`src/rtl/linescan_clkgen.sv`:
```
module linescan_clkgen #(
  parameter int TICK_W          = 16,
  parameter int PIX_W           = 12,
  parameter int INT_W           = 32,
  parameter int MIN_PH_TICKS    = 20,
  parameter int EDGE_FREE_TICKS = 2,
  parameter int MIN_PIX_TICKS   = 50,
  parameter int ARST_TICKS      = 501
) (
  input  logic              clk,
  input  logic              rst_n,
  input  logic              go,
  input  logic              arst_req,
  input  logic [TICK_W-1:0] cfg_phase,
  input  logic [TICK_W-1:0] cfg_gap,
  input  logic [TICK_W-1:0] cfg_edge,
  input  logic [PIX_W-1:0]  cfg_pixels,
  input  logic [INT_W-1:0]  cfg_period,
  output logic              phi1,
  output logic              phi2,
  output logic              start_pulse,
  output logic              all_reset,
  output logic              busy,
  output logic              cfg_err
);

  localparam int ARST_W  = $clog2(ARST_TICKS + 1);
  localparam int SINCE_W = $clog2(MIN_PIX_TICKS + 1);
  localparam logic [INT_W-1:0] MIN_PH = INT_W'(MIN_PH_TICKS);
  localparam logic [INT_W-1:0] EFREE  = INT_W'(EDGE_FREE_TICKS);
  localparam logic [INT_W-1:0] HALF   = INT_W'((MIN_PIX_TICKS + 1) / 2);

  typedef enum logic [2:0] {S_IDLE, S_P1, S_G1, S_P2, S_G2, S_HOLD} state_t;
  state_t state;

  logic [INT_W-1:0]  ph_r, gap_r, int_r, tcnt, fcnt;
  logic [PIX_W-1:0]  npix_r, pix;
  logic [ARST_W-1:0] arst_cnt;

  logic [INT_W-1:0] ph_w, gap_edge, gap_rate, gap_w, per_w, run_w;
  logic [PIX_W-1:0] npix_w;

  assign ph_w     = (INT_W'(cfg_phase) < MIN_PH) ? MIN_PH : INT_W'(cfg_phase);
  assign gap_edge = (INT_W'(cfg_edge) > EFREE) ? INT_W'(cfg_edge) - EFREE : '0;
  assign gap_rate = (ph_w < HALF) ? HALF - ph_w : '0;

  always_comb begin
    gap_w = INT_W'(cfg_gap);
    if (gap_edge > gap_w) gap_w = gap_edge;
    if (gap_rate > gap_w) gap_w = gap_rate;
  end

  assign npix_w = (cfg_pixels == '0) ? PIX_W'(1) : cfg_pixels;
  assign per_w  = (ph_w + gap_w) << 1;
  assign run_w  = (INT_W'(npix_w) + INT_W'(1)) * per_w;

  logic in_scan, frame_end, start_now, seg_last, per_last;
  logic [INT_W-1:0] seg_len;

  assign in_scan   = (state == S_P1) || (state == S_G1) || (state == S_P2) || (state == S_G2);
  assign busy      = (state != S_IDLE);
  assign frame_end = busy && (fcnt == int_r - INT_W'(1));
  assign start_now = busy ? (frame_end && go) : (go && !arst_req && !all_reset);
  assign seg_len   = ((state == S_P1) || (state == S_P2)) ? ph_r : gap_r;
  assign seg_last  = (tcnt == seg_len - INT_W'(1));
  assign per_last  = (pix == npix_r);

  assign phi1        = (state == S_P1);
  assign phi2        = (state == S_P2);
  assign start_pulse = (in_scan && pix == '0) || (state == S_P1 && pix == PIX_W'(1));
  assign all_reset   = (arst_cnt != '0);

  always_ff @(posedge clk or negedge rst_n) begin
    if (!rst_n) begin
      arst_cnt <= '0;
    end else if (arst_cnt != '0) begin
      arst_cnt <= arst_cnt - ARST_W'(1);
    end else if (state == S_IDLE && arst_req) begin
      arst_cnt <= ARST_W'(ARST_TICKS);
    end
  end

  always_ff @(posedge clk or negedge rst_n) begin
    if (!rst_n) begin
      state   <= S_IDLE;
      ph_r    <= MIN_PH;
      gap_r   <= '0;
      int_r   <= '0;
      npix_r  <= PIX_W'(1);
      tcnt    <= '0;
      fcnt    <= '0;
      pix     <= '0;
      cfg_err <= 1'b0;
    end else if (start_now) begin
      ph_r    <= ph_w;
      gap_r   <= gap_w;
      npix_r  <= npix_w;
      int_r   <= (cfg_period < run_w) ? run_w : cfg_period;
      cfg_err <= (cfg_period < run_w);
      tcnt    <= '0;
      fcnt    <= '0;
      pix     <= '0;
      state   <= S_P1;
    end else if (frame_end) begin
      state <= S_IDLE;
    end else if (busy) begin
      fcnt <= fcnt + INT_W'(1);
      if (in_scan) begin
        if (!seg_last) begin
          tcnt <= tcnt + INT_W'(1);
        end else begin
          tcnt <= '0;
          unique case (state)
            S_P1: state <= (gap_r == '0) ? S_P2 : S_G1;
            S_G1: state <= S_P2;
            S_P2: begin
              if (gap_r != '0)   state <= S_G2;
              else if (per_last) state <= S_HOLD;
              else begin
                pix   <= pix + PIX_W'(1);
                state <= S_P1;
              end
            end
            default: begin
              if (per_last) state <= S_HOLD;
              else begin
                pix   <= pix + PIX_W'(1);
                state <= S_P1;
              end
            end
          endcase
        end
      end
    end
  end

  logic [INT_W-1:0]   len1, len2;
  logic [SINCE_W-1:0] since1;
  logic [1:0]         st_falls;
  logic               st_q, p1_q, p2_q;

  always_ff @(posedge clk or negedge rst_n) begin
    if (!rst_n) begin
      len1     <= '0;
      len2     <= '0;
      since1   <= SINCE_W'(MIN_PIX_TICKS);
      st_falls <= '0;
      st_q     <= 1'b0;
      p1_q     <= 1'b0;
      p2_q     <= 1'b0;
    end else begin
      st_q <= start_pulse;
      p1_q <= phi1;
      p2_q <= phi2;
      len1 <= phi1 ? len1 + INT_W'(1) : '0;
      len2 <= phi2 ? len2 + INT_W'(1) : '0;
      if (phi1 && !p1_q) since1 <= SINCE_W'(1);
      else if (since1 < SINCE_W'(MIN_PIX_TICKS)) since1 <= since1 + SINCE_W'(1);
      if (start_pulse && !st_q) st_falls <= '0;
      else if (start_pulse && p2_q && !phi2 && st_falls != 2'd3) st_falls <= st_falls + 2'd1;
    end
  end

  assert_phase_excl_R1: assert property (@(posedge clk) disable iff (!rst_n)
    !(phi1 && phi2));

  assert_phase1_len_R2: assert property (@(posedge clk) disable iff (!rst_n)
    $fell(phi1) |-> len1 >= MIN_PH);

  assert_phase2_len_R2: assert property (@(posedge clk) disable iff (!rst_n)
    $fell(phi2) |-> len2 >= MIN_PH);

  assert_pixel_rate_R4: assert property (@(posedge clk) disable iff (!rst_n)
    $rose(phi1) |-> since1 >= SINCE_W'(MIN_PIX_TICKS));

  assert_one_fall_R5: assert property (@(posedge clk) disable iff (!rst_n)
    $fell(start_pulse) |-> st_falls == 2'd1);

  assert_arst_idle_R11: assert property (@(posedge clk) disable iff (!rst_n)
    all_reset |-> !busy);

  assert_arst_quiet_R11: assert property (@(posedge clk) disable iff (!rst_n)
    all_reset |-> !phi1 && !phi2 && !start_pulse);

endmodule

```
`config.mk`:
```
export PLATFORM = sky130hd
export DESIGN_NAME = linescan_clkgen
export DESIGN_NICKNAME = d
export VERILOG_FILES = /design/src/rtl/linescan_clkgen.sv
export SDC_FILE = /design/constraint.sdc
export NUM_CORES = 1
export LEC_CHECK = 0
export BUFFER_PORTS_ARGS = -buffer_cell sky130_fd_sc_hd__buf_2
export CELL_PAD_IN_SITES_DETAIL_PLACEMENT = 1
export CELL_PAD_IN_SITES_GLOBAL_PLACEMENT = 1
export CORE_MARGIN = 2
export CORE_UTILIZATION = 49
export CTS_CLUSTER_SIZE = 24
export DETAILED_ROUTE_END_ITERATION = 6
export PLACE_DENSITY = 0.84
export SETUP_SLACK_MARGIN = 0.15
export SKIP_CTS_REPAIR_TIMING = 1
export SYNTH_ARGS = -nofsm -noshare
export SYNTH_HDL_FRONTEND = slang
export SYNTH_SLANG_ARGS = --single-unit
```
`constraint.sdc`:
```
create_clock -name clk -period 4.9 [get_ports clk]
set_input_delay 0.735 -clock clk [delete_from_list [all_inputs] [get_ports clk]]
set_output_delay 0.735 -clock clk [all_outputs]
set_load 0.005 [all_outputs]
```
==> flow_summary_export.csv, run 1 <==
group,metric,value,unit
logic_synthesis,post_synth_instance_area,0.0236,mm^2
outcome,violations,"DRC, capacitance limit, slew limit, setup timing",
logic_synthesis,synth-compound-area-share,0.0935,
route,ant_nets,0,
timing,setup_viol,90,
logic_synthesis,synthXorXnorAreaFrac,0.0738,
floorplanning,start_util,0.496,
worst_setup_path,slowest_delay,0.97,ns
worst_setup_path,cp-end-kind,"flop",
route,firstDrtPassIters,7,
timing,fmax,0.0594,GHz
timing,fin_ws,-11.94,ns
logic_synthesis,yosys-top-cells-count,"inv_1 (400), nand2_1 (342), fa_1 (247)",
worst_setup_path,cp.required,5.32,ns
logic_synthesis,ys_seq_area_frac,0.176,
logic_synthesis,yosys.area_share.adder,0.284,
floorplanning,num_rows,80,
logic_synthesis,synth.top_cell.area_share,0.209,
worst_setup_path,cp_top_family,"compound AO/OA/AOI/OAI gates",
timing,slew_viol_final,3,
route,via_per_inst,6.91,
timing,worst_slew_pin_slew,1.59,ns
place,place.gp.congestion,0.941,
timing,setup_tns,-417.45,ns
global_routing,grt_pass1_wl,152000,um
logic_synthesis,ys_types,97,
route,vias,27141,
logic_synthesis,synth_flop_cell,"dfrtp_1",
final_layout,postLayoutCoreUtil,0.632,
final_layout,fill_cells,5508,
cts,cts_sinks,166,
floorplanning,dieArea,0.0500,mm^2
cts,cts_root_buf,"clkbuf_16",
timing,hold_violations,0,
worst_setup_path,r2r_start,"state[2]",
timing,min_period,16.84,ns
worst_setup_path,path_buf_inv,15,
logic_synthesis,synth_mux_area_frac,0.0565,
logic_synthesis,synth_top_cell_by_area,"fa_1",
worst_setup_path,cpMaxStageDelayCell,"fa_1",
global_routing,grt_pass1_vias,27165,
logic_synthesis,yosysWarningCount,0,
floorplanning,core,0.0476,mm^2
final_layout,fin_cells,3927,
route,wirelength,132000,um
cts,insertion_delay,0.49,ns
place,place_inst,3864,
cts,numCtsBuffers,17,
place,hpwl,73500,um
timing,slew_headroom,-0.0702,
timing,fin_worst_skew,0.0268,ns
worst_setup_path,crit_fanout,9,
route,drc_errors,11,
outcome,status,"finished, violations left",
global_routing,globalRouteOverflowTotal,0,
floorplanning,die_y,224,um
timing,grt_setup_unrepaired,"true",
final_layout,multi_input_area,0.0187,mm^2
cts,path_clk_slew,0.08,ns
timing,fin_crit_sh,3.44,
worst_setup_path,worstSetupPathType,"input pin to flop",
worst_setup_path,start_kind,"input pin",
logic_synthesis,async_flop_share,1.00,
logic_synthesis,synth_edf_count,0,
global_routing,grt_max_degree,79,
final_layout,finish.net_count,3781,
worst_setup_path,r2r.worst_path.cells,15,
logic_synthesis,synth_top_family_by_area,"adder cells",
logic_synthesis,synth_simple_gate_area_share,0.229,
final_layout,seq_area,0.00416,mm^2
hold_path,hold_path.class,"input pin to asynchronous set/reset pin",
logic_synthesis,ys_seq_elements,166,
logic_synthesis,syn_avg_cell_area,8.41,um^2
route,wl_per_cell,33.7,um
global_routing,antenna_found_initial,9,
place,numPortBuffers,101,
logic_synthesis,synth_area_leaders,"fa_1 (21%), dfrtp_1 (17%), ha_1 (7.5%)",
route,drt_iter0_drc,3784,
worst_setup_path,arrival,17.26,ns
cts,cts_tree,"done",
worst_setup_path,timing.critical_path.mode_cell,"inv_1",
cts,clock_path_buffers,2,
cts,h-tree-depth,4,
job,maxCapViolCount,1,
logic_synthesis,synth.most_common_cell,"inv_1",
floorplanning,pin_count,102,
final_layout,area_growth,27.4,%
floorplanning,fp.dieW,224,um
logic_synthesis,synthCells,2813,
timing,whs,0.286,ns
worst_setup_path,rrSetupSlack,-0.43,ns
worst_setup_path,r2r-end,"state[2]",
global_routing,grt_use_total,0.392,
final_layout,drive_gt1_frac,0.266,
sequential cells by signal, summed over array words and instances (netlist names):
register,cells
fcnt,32
int_r,32
tcnt,32
gap_r,17
ph_r,16
npix_r,12
pix,12
arst_cnt,9
state,3
cfg_err,1
per-layer routing:
| metal | part of all wire | vias up | global-route usage | routed length [um] |
|---|---|---|---|---|
| li1 | - | 10205 | - | - |
| met1 | 0.32 | 13116 | 0.438 | 41800 |
| met2 | 0.43 | 2529 | 0.696 | 57100 |
| met3 | 0.12 | 1267 | 0.0627 | 16200 |
| met4 | 0.13 | 24 | 0.248 | 16700 |
| met5 | 0.0038 | - | 0 | 505 |
kinds of logic (layout without fill, tap and decap cells):
| kind of cell | after synthesis | in the layout |
|---|---|---|
| DFF | 166 | 166 |
| other | 1 | 10 |
| AOI/OAI and AO/OA | 329 | 329 |
| buffers and inverters | 530 | 1019 |
| xor gates and xnor gates | 193 | 193 |
| and+or+nand+nor | 1077 | 1078 |
| muxes | 128 | 128 |
| adders and majority gates | 389 | 389 |
worst max path at each step:
stage	start	end	slack (ns)	cells after the start
global route	cfg_edge[9]	int_r[24]	-11.98	65
CTS	cfg_edge[3]	int_r[13]	-9.59	67
detailed placement	cfg_edge[11]	int_r[8]	-9.61	63
finish	cfg_edge[9]	int_r[24]	-11.94	65
floorplan	cfg_edge[11]	int_r[20]	-8.15	65
global placement	cfg_edge[11]	int_r[28]	-8.62	57
stage by stage:
stage / worst slack [ns] / area (um^2)
3_3_place_gp: -8.62 / 28500
5_1_grt: -11.98 / 30100
4_1_cts: -9.59 / 29000
6_report: -11.94 / 30100
2_1_floorplan: -8.15 / 24200
3_5_place_dp: -9.61 / 28500
final cells by class:
| class | instances | share of cell area |
|---|---|---|
| Multi-Input combinational cell | 2123 | 0.621 |
| Timing Repair Buffer | 588 | 0.147 |
| Sequential cell | 166 | 0.138 |
| Inverter | 401 | 0.0500 |
| Tap cell | 615 | 0.0255 |
| Clock buffer | 22 | 0.0157 |
| Clock inverter | 8 | 0.00220 |
| Antenna cell | 4 | 0.000332 |
cells in the final DEF (no fill, tap or decap), types with 22 or more instances in the layout:
| master | count |
|---|---|
| nand2_1 | 336 |
| dfrtp_1 | 163 |
| buf_4 | 462 |
| a21o_1 | 31 |
| xnor2_1 | 104 |
| nor4_1 | 47 |
| nand2b_1 | 31 |
| ha_1 | 120 |
| and2_1 | 64 |
| and3_1 | 39 |
| xor2_1 | 60 |
| mux2_2 | 22 |
| a21oi_1 | 75 |
| o21ai_0 | 45 |
| nand4_1 | 32 |
| inv_1 | 392 |
| nor2_1 | 233 |
| or3_1 | 25 |
| nor3_1 | 62 |
| fa_1 | 246 |
| buf_2 | 99 |
| mux2i_1 | 56 |
| nand3_1 | 50 |
Power of run 1 is not shown: default switching activity piles up to over one toggle a cycle in this logic, so the estimate is an artifact.
==> run 2: changes to the inputs <==
--- a/config.mk
+++ b/config.mk
@@ -5,14 +5,14 @@
 export SDC_FILE = /design/constraint.sdc
 export NUM_CORES = 1
 export LEC_CHECK = 0
-export BUFFER_PORTS_ARGS = -buffer_cell sky130_fd_sc_hd__buf_2
 export CELL_PAD_IN_SITES_DETAIL_PLACEMENT = 1
 export CELL_PAD_IN_SITES_GLOBAL_PLACEMENT = 1
 export CORE_MARGIN = 2
-export CORE_UTILIZATION = 49
+export CORE_UTILIZATION = 51
 export CTS_CLUSTER_SIZE = 24
 export DETAILED_ROUTE_END_ITERATION = 6
-export PLACE_DENSITY = 0.84
+export DONT_BUFFER_PORTS = 1
+export PLACE_DENSITY = 0.85
 export SETUP_SLACK_MARGIN = 0.15
 export SKIP_CTS_REPAIR_TIMING = 1
 export SYNTH_ARGS = -nofsm -noshare
==> flow_summary_export.csv, run 2 (synthesized netlist as in run 1, its figures left out) <==
group,metric,value,unit
timing,worst_slew_pin_slew,1.04,ns
floorplanning,dieArea,0.0481,mm^2
timing,fin_crit_sh,3.15,
hold_path,hold_path.class,"input pin to asynchronous set/reset pin",
final_layout,final_cell_mix,"buf_4 (434), inv_1 (388), nand2_1 (332)",
route,wl_per_cell,35.3,um
timing,grt_setup_unrepaired,"true",
final_layout,multi_input_area,0.0190,mm^2
floorplanning,core,0.0456,mm^2
place,hpwl,72400,um
worst_setup_path,worstSetupPathType,"input pin to flop",
final_layout,finish.net_count,3656,
timing,slew_viol_final,0,
floorplanning,pin_count,102,
route,ant_nets,0,
outcome,violations,"DRC, setup timing",
global_routing,grt_use_total,0.411,
worst_setup_path,arrival,15.89,ns
job,maxCapViolCount,0,
route,firstDrtPassIters,7,
route,drt_iter0_drc,3988,
global_routing,grt_pass1_wl,152000,um
final_layout,drive_gt1_frac,0.251,
timing,slew_headroom,0.306,
worst_setup_path,r2r-end,"pix[4]",
cts,cts_sinks,166,
timing,fin_ws,-10.55,ns
final_layout,area_growth,25.7,%
floorplanning,num_rows,78,
cts,path_clk_slew,0.07,ns
worst_setup_path,cpMaxStageDelayCell,"fa_1",
global_routing,globalRouteOverflowTotal,0,
floorplanning,start_util,0.519,
place,numPortBuffers,0,
route,via_per_inst,7.18,
route,wirelength,134000,um
worst_setup_path,start_kind,"input pin",
place,place.gp.congestion,0.943,
global_routing,antenna_found_initial,8,
place,placed_area,0.0275,mm^2
timing,setup_viol,52,
floorplanning,die_y,219,um
worst_setup_path,r2r_start,"state[2]",
worst_setup_path,cp.required,5.34,ns
final_layout,final_area,0.0297,mm^2
global_routing,grt_pass1_vias,26784,
final_layout,fill_cells,5199,
final_layout,layout_commonest_cell,"buf_4",
worst_setup_path,r2r.worst_path.cells,15,
route,drc_errors,3,
cts,numCtsBuffers,17,
timing,fmax,0.0647,GHz
cts,insertion_delay,0.52,ns
cts,cts_tree,"done",
cts,cts_root_buf,"clkbuf_16",
timing,min_period,15.45,ns
route,vias,27214,
worst_setup_path,cp-end-kind,"flop",
final_layout,seq_area,0.00416,mm^2
floorplanning,fp.dieW,219,um
cts,clock_path_buffers,2,
worst_setup_path,slowest_delay,0.66,ns
timing,hold_violations,0,
cts,h-tree-depth,4,
worst_setup_path,crit_fanout,8,
outcome,status,"finished, violations left",
worst_setup_path,rrSetupSlack,-0.08,ns
timing,fin_worst_skew,0.0321,ns
final_layout,top_regs,"fcnt: 32 flops, int_r: 32 flops, tcnt: 32 flops",
global_routing,grt_max_degree,167,
run 2: cell count changes in the layout (fill, tap and decap cells not counted), moves of 6 or more:
| cell | change |
|---|---|
| ha_4 | +7 |
| buf_2 | -99 |
| buf_4 | -28 |
| o21ai_2 | +6 |
| o21ai_1 | -6 |
| nor2_1 | -6 |
run 2: final cells by class:
class | instances | share of cell area
Multi-Input combinational cell | 2122 | 0.638
Inverter | 401 | 0.0506
Timing Repair Buffer | 464 | 0.127
Tap cell | 600 | 0.0252
Clock buffer | 19 | 0.0149
Clock inverter | 13 | 0.00412
Antenna cell | 5 | 0.000421
Sequential cell | 166 | 0.140
run 2: critical path, delay by kind of cell:
family | cells | cell delay (ns)
xor gates and xnor gates | 3 | 0.53
muxes | 4 | 0.89
AOI/OAI and AO/OA | 23 | 5.00
buffers and inverters | 13 | 1.78
adders and majority gates | 10 | 4.34
and+or+nand+nor | 13 | 2.60
run 2: how the worst max path moves through the flow:
| stage | slack, ns | depth (start not counted) | endpoint | startpoint |
|---|---|---|---|---|
| final | -10.55 | 66 | int_r[15] | cfg_edge[3] |
| after global routing | -10.58 | 63 | int_r[13] | cfg_edge[3] |
| after detailed placement | -9.54 | 64 | int_r[4] | cfg_edge[3] |
| after global placement | -8.46 | 56 | int_r[4] | cfg_edge[11] |
| after CTS | -9.41 | 66 | int_r[4] | cfg_edge[3] |
| after floorplan | -8.15 | 65 | int_r[20] | cfg_edge[11] |
run 2: stage by stage:
| step | hold WS [ns] | cells | util | setup TNS (ns) | worst slack [ns] |
|---|---|---|---|---|---|
| 6_report | 0.0846 | 3790 | 0.652 | -357.93 | -10.55 |
| 5_1_grt | 0.0848 | 3785 | 0.652 | -359.75 | -10.58 |
| 4_1_cts | -0.0551 | 3722 | 0.615 | -316.47 | -9.41 |
| 3_5_place_dp | 0.446 | 3690 | 0.603 | -327.74 | -9.54 |
| 3_3_place_gp | 0.445 | 3690 | 0.603 | -287.86 | -8.46 |
| 2_1_floorplan | 0.434 | 2818 | - | -274.67 | -8.15 |
run 2: metal layers:
metal / GRT usage / vias to the layer above / routed length (um)
met5: 0 / - / 145
met4: 0.303 / 6 / 17300
met3: 0.0845 / 1403 / 18100
met2: 0.714 / 2807 / 57200
met1: 0.443 / 13031 / 41100
li1: - / 9967 / -
Power of run 2 is left out for the same reason.
